--- config.mk ---
export PLATFORM = sky130hd
export DESIGN_NAME = pwm_out_cond
export DESIGN_NICKNAME = d
export VERILOG_FILES = /design/src/rtl/pwm_out_cond_pkg.sv /design/src/rtl/oc_oneshot.sv /design/src/rtl/oc_trig_gate.sv /design/src/rtl/oc_pin_drive.sv /design/src/rtl/pwm_out_cond.sv
export SDC_FILE = /design/constraint.sdc
export NUM_CORES = 1
export LEC_CHECK = 0
export CAP_MARGIN = 20
export CORE_AREA = 4 4 41 43
export DETAILED_ROUTE_END_ITERATION = 8
export DIE_AREA = 0 0 45 47
export REMOVE_ABC_BUFFERS = 1
export SLEW_MARGIN = 0
export SYNTH_ARGS = -nofsm -noshare
export SYNTH_HDL_FRONTEND = slang
export SYNTH_SLANG_ARGS = --single-unit
--- constraint.sdc ---
create_clock -name clk -period 2.7 [get_ports clk]
set_input_delay 0.54 -clock clk [delete_from_list [all_inputs] [get_ports clk]]
set_output_delay 0.54 -clock clk [all_outputs]
set_load 0.03 [all_outputs]
--- src/rtl/pwm_out_cond_pkg.sv ---
package pwm_out_cond_pkg;

   // Shutdown state encoding; bit 1 = pins stay driven during shutdown
   typedef enum logic [1:0] {
      SD_FLOAT_A = 2'b00,
      SD_FLOAT_B = 2'b01,
      SD_IDLE    = 2'b10,
      SD_ASSERT  = 2'b11
   } sd_mode_e;

endpackage

--- src/rtl/oc_oneshot.sv ---
module oc_oneshot #(
   parameter int CNT_W = 3
) (
   input  logic             clk,
   input  logic             rst_n,
   input  logic             raw_in,
   input  logic             tb_tick,
   input  logic             restart_req,
   input  logic [CNT_W-1:0] ext_len,
   output logic             stretched
);

   logic             raw_q;
   logic [CNT_W-1:0] cnt;
   logic             busy;
   logic             rise;
   logic             load;

   assign busy = (cnt != '0);
   assign rise = raw_in & ~raw_q;
   assign load = rise | (restart_req & busy);

   always_ff @(posedge clk or negedge rst_n) begin
      if (!rst_n) begin
         raw_q <= 1'b0;
      end else begin
         raw_q <= raw_in;
      end
   end

   always_ff @(posedge clk or negedge rst_n) begin
      if (!rst_n) begin
         cnt <= '0;
      end else if (load) begin
         cnt <= ext_len;
      end else if (tb_tick && !raw_in && busy) begin
         cnt <= cnt - 1'b1;
      end
   end

   assign stretched = raw_in | busy;

   // the counter only moves on a tick or a load
   a_r2_frozen_between_ticks: assert property (@(posedge clk) disable iff (!rst_n)
      (!tb_tick && !load) |=> $stable(cnt));

endmodule

--- src/rtl/oc_trig_gate.sv ---
module oc_trig_gate (
   input  logic clk,
   input  logic rst_n,
   input  logic trig_en,
   input  logic trig_pulse,
   input  logic hold_cfg,
   output logic gate_off
);

   logic released;

   always_ff @(posedge clk or negedge rst_n) begin
      if (!rst_n) begin
         released <= 1'b0;
      end else if (!trig_en) begin
         released <= 1'b0;
      end else if (trig_pulse) begin
         released <= 1'b1;
      end
   end

   assign gate_off = trig_en & hold_cfg & ~released;

   // a release persists while trigger mode stays on
   a_r4_release_sticky: assert property (@(posedge clk) disable iff (!rst_n)
      (released && trig_en) |=> released);

   // leaving trigger mode re-arms the hold
   a_r4_rearm: assert property (@(posedge clk) disable iff (!rst_n)
      !trig_en |=> !released);

endmodule

--- src/rtl/oc_pin_drive.sv ---
module oc_pin_drive
   import pwm_out_cond_pkg::*;
(
   input  logic     logic_act,
   input  logic     pol_low,
   input  logic     shutdown,
   input  sd_mode_e sd_mode,
   input  logic     gate_off,
   output logic     pin_out,
   output logic     pin_oe
);

   logic lvl;

   always_comb begin
      pin_oe = 1'b1;
      lvl    = 1'b0;
      if (shutdown) begin
         unique case (sd_mode)
            SD_ASSERT:  lvl = 1'b1;
            SD_IDLE:    lvl = 1'b0;
            default:    pin_oe = 1'b0;
         endcase
      end else if (gate_off) begin
         pin_oe = 1'b0;
      end else begin
         lvl = logic_act;
      end
      pin_out = lvl ^ pol_low;
   end

endmodule

--- src/rtl/pwm_out_cond.sv ---
module pwm_out_cond
   import pwm_out_cond_pkg::*;
#(
   parameter int NUM_PINS   = 3,
   parameter int CNT_W      = 3,
   parameter bit STRETCH_EN = 1'b1
) (
   input  logic                clk,
   input  logic                rst_n,
   input  logic                raw_in,
   input  logic                trig_en,
   input  logic                trig_pulse,
   input  logic                tb_tick,
   input  logic                shutdown,
   input  logic                cfg_hold,
   input  logic [CNT_W-1:0]    cfg_os_count,
   input  logic                cfg_pol_low,
   input  logic [1:0]          cfg_sd_mode,
   output logic [NUM_PINS-1:0] pin_out,
   output logic [NUM_PINS-1:0] pin_oe
);

   localparam int PIN_IDX_W = (NUM_PINS > 1) ? $clog2(NUM_PINS) : 1;

   if (NUM_PINS < 1 || NUM_PINS > 16) begin : g_bad_pins
      $error("pwm_out_cond: NUM_PINS must be 1..16");
   end
   if (CNT_W < 1 || CNT_W > 8) begin : g_bad_cnt
      $error("pwm_out_cond: CNT_W must be 1..8");
   end
   if (PIN_IDX_W < 1) begin : g_bad_idx
      $error("pwm_out_cond: pin index width underflow");
   end

   logic     logic_act;
   logic     gate_off;
   sd_mode_e sd_mode;

   assign sd_mode = sd_mode_e'(cfg_sd_mode);

   if (STRETCH_EN) begin : g_stretch
      oc_oneshot #(.CNT_W(CNT_W)) u_oneshot (
         .clk         (clk),
         .rst_n       (rst_n),
         .raw_in      (raw_in),
         .tb_tick     (tb_tick),
         .restart_req (trig_en & trig_pulse),
         .ext_len     (cfg_os_count),
         .stretched   (logic_act)
      );
   end else begin : g_passthru
      assign logic_act = raw_in;
   end

   oc_trig_gate u_gate (
      .clk        (clk),
      .rst_n      (rst_n),
      .trig_en    (trig_en),
      .trig_pulse (trig_pulse),
      .hold_cfg   (cfg_hold),
      .gate_off   (gate_off)
   );

   for (genvar p = 0; p < NUM_PINS; p++) begin : g_pin
      oc_pin_drive u_drv (
         .logic_act (logic_act),
         .pol_low   (cfg_pol_low),
         .shutdown  (shutdown),
         .sd_mode   (sd_mode),
         .gate_off  (gate_off),
         .pin_out   (pin_out[p]),
         .pin_oe    (pin_oe[p])
      );
   end

   // floating shutdown modes release every pin at once
   a_r7_sd_float: assert property (@(posedge clk) disable iff (!rst_n)
      (shutdown && !cfg_sd_mode[1]) |-> (pin_oe == '0));

   // driven shutdown modes override the trigger hold
   a_r8_sd_driven: assert property (@(posedge clk) disable iff (!rst_n)
      (shutdown && cfg_sd_mode[1]) |-> (pin_oe == '1));

   // all pins share one level
   a_r6_uniform_level: assert property (@(posedge clk) disable iff (!rst_n)
      ($countones(pin_out) == 0) || ($countones(pin_out) == NUM_PINS));

   // entering trigger mode with the hold set leaves the pins undriven
   a_r3_hold_on_entry: assert property (@(posedge clk) disable iff (!rst_n)
      (!shutdown && trig_en && cfg_hold && !$past(trig_en)) |-> (pin_oe == '0));

endmodule

==> results.cfg <==
[worst_setup_path]
critical_path_class = input port to primary output
timing.critical_path.fanout_max = 4
crit_required_ns = 2.16
cp.arrival_ns = 2.06
cp-end-kind = primary output
cp-start-kind = input port

[layout]
layout_common_cells = clkdlybuf4s50_1, nand2_1, dfrtp_1, inv_1, buf_4
syn2layout_area_growth_pct = 52.4
n_antenna_cell = 0
layoutNonFillerInstCount = 71
mostFrequentLayoutCell = clkdlybuf4s50_1
drive_above_1_share_pct = 19.6
nNetsFinal = 73
multi_input_area_um2 = 178
regArea_um2 = 125
n_fill_cell = 138

[drt]
vias = 298
avgViaCountPerCell = 4.20
drt_wl_total_um = 716
drt_iter0_drc = 0
drcViolationCount = 0
firstDrtPassIters = 1
wire_per_inst_um = 10.1
antenna_left = 0

[timing]
finalCritPeriodShare_pct = 96.3
worst_slack_ns = 0.0996
setup_viol_count_final = 0
worst_pin_slew_ns = 0.402
fmax_mhz = 385
rsz0062_at_grt = no
hold_violations = 0
slew_violations = 0
relSlewSlack_pct = 73.2
finalClockSkew_ns = 0.00137
fin_crit_ns = 2.60
setup-tns-final_ns = 0

[clock_tree]
cts.htree.levels = 1
clk-insertion-delay-late_ns = 0.24
post_cts_buffers = 0
root_buffer = clkbuf_4
cts_hold_buffers = 0
cts_resized = 0
clk_pin_slew_ns = 0.04
cts_max_path_buffers = 2
cts_buffers = 3
clock_sinks = 5
tritoncts = built

[synth]
ys_types = 19
ys_seq_area_share_pct = 34.5
synth_compound_area_share_pct = 10.3
synthSimpleGateAreaFrac_pct = 18.6
avgSynthCellArea_um2 = 9.55
yosysWarnings = 0
synth-seq-cells = 5
synth_area_um2 = 363
synthAdderAreaFrac_pct = 6.90
synth_top_family_by_area = simple AND/OR/NAND/NOR gates
synthMuxAreaShare_pct = 5.86
postSynthCellCount = 38
synthXorXnorAreaFrac_pct = 7.24

[power_and_ir_drop]
clkPwrFrac_pct = 25.5
p_per_area_nw_per_um2 = 589
swShare_pct = 32.9
total_power_uw = 326
internal-power_uw = 219
power.leakage_nw = 0.242
seq_power_share_pct = 30.7
p_comb_share_pct = 43.7
max-vdd-ir-drop_mv = 0.271
p_switching_uw = 107

[die]
die_x_um = 45
dieArea_um2 = 2120
fp.dieH_um = 47
initial_core_util_pct = 27.9
fp.coreArea_um2 = 1300
rows = 13
io_pins = 20

[place]
dp.cells = 67
place_congestion = 0.668
dpl.hpwl_um = 634
port_buffers = 19
pre_cts_ws_ns = 0.0898

[status]
status = finished clean

[global_routing]
grt-ovfl-total = 0
grt_pass1_wl_mm = 1.32
grt_max_degree = 6
grt_pass1_vias = 323
antenna_found_initial = 0
track_usage_pct = 8.74

[min_path]
hp-class = flop to flop

[run]
drv_cap = 0
## layer usage
layer,GRT usage [%],routed length [um]
met1,9.72,282
met2,15.0,408
met3,1.15,24
met4,7.02,0
met5,0,0
## logic make-up (layout without fill, tap and decap cells)
family                   Yosys count  after routing
flip-flops                         5              5
AND/OR/NAND/NOR                   10             10
AO/OA/AOI/OAI                      6              6
adder cells (fa/ha/maj)            2              2
buffers and inverters             10             28
XOR/XNOR                           3              3
multiplexers                       2              2
## worst max-delay path, stage by stage
cell	delay, ns
clkdlybuf4s50_1	0.52
nor3_1	0.08
a21oi_1	0.20
clkdlybuf4s50_1	0.72
## metrics by stage
step	area [um^2]	util, %	hold slack (ns)
after global placement	527	40.5	0.487
after global routing	553	42.5	0.525
after CTS	553	42.5	0.493
after floorplan	318	-	0.244
final	553	42.5	0.486
after detailed placement	527	40.5	0.482
## final timing paths
check | slack, ns | start | cells past startpoint | endpoint
setup / recovery | 0.1 | shutdown | 4 | pin_oe[2]
hold / removal | 0.49 | u_gate.released | 1 | u_gate.released
setup reg to reg | 1.09 | g_stretch.u_oneshot.cnt[0] | 5 | g_stretch.u_oneshot.cnt[1]
hold reg to reg | 0.49 | u_gate.released | 1 | u_gate.released
max in group asynchronous | 2.00 | rst_n | 1 | g_stretch.u_oneshot.cnt[0]
min in group asynchronous | 0.52 | rst_n | 1 | u_gate.released
## registers in the layout (all words and copies together), names as in the netlist
register / flops
g_stretch.u_oneshot.raw_q: 1
u_gate.released: 1
g_stretch.u_oneshot.cnt: 3
## synthesized netlist by cell type, drive strengths merged
cell type / n / share of area (%)
nor2b: 1 / 2.4
o21a: 1 / 2.1
nor3: 1 / 1.4
o21ai: 2 / 2.8
ha: 2 / 6.9
o22ai: 1 / 1.7
xor2: 1 / 2.4
nand2: 5 / 5.2
a21oi: 1 / 1.4
dfrtp: 5 / 34
mux2i: 1 / 2.8
buf: 6 / 12
xnor2: 2 / 4.8
a221oi: 1 / 2.4
nor3b: 1 / 5.2
nor2: 1 / 1.0
inv: 4 / 4.1
and4bb: 1 / 3.4
mux2: 1 / 3.1
## power by group through the flow
stage / sequential [mW] / combinational (mW) / clock, mW
3_5_place_dp: 0.101 / 0.146 / 0
2_1_floorplan: 0.101 / 0.0907 / 0
5_1_grt: 0.102 / 0.161 / 0.0940
6_report: 0.100 / 0.143 / 0.0832
4_1_cts: 0.100 / 0.147 / 0.0878
3_3_place_gp: 0.101 / 0.143 / 0
## area by class of cell
| cell class | instances | share of cell area (%) |
|---|---|---|
| flip-flops and latches | 5 | 22.6 |
| well taps | 15 | 3.39 |
| multi-input cells | 23 | 32.1 |
| clock buffers | 4 | 4.75 |
| repair buffers | 20 | 34.4 |
| inverters | 4 | 2.71 |
(Power assumes the default switching activity.)
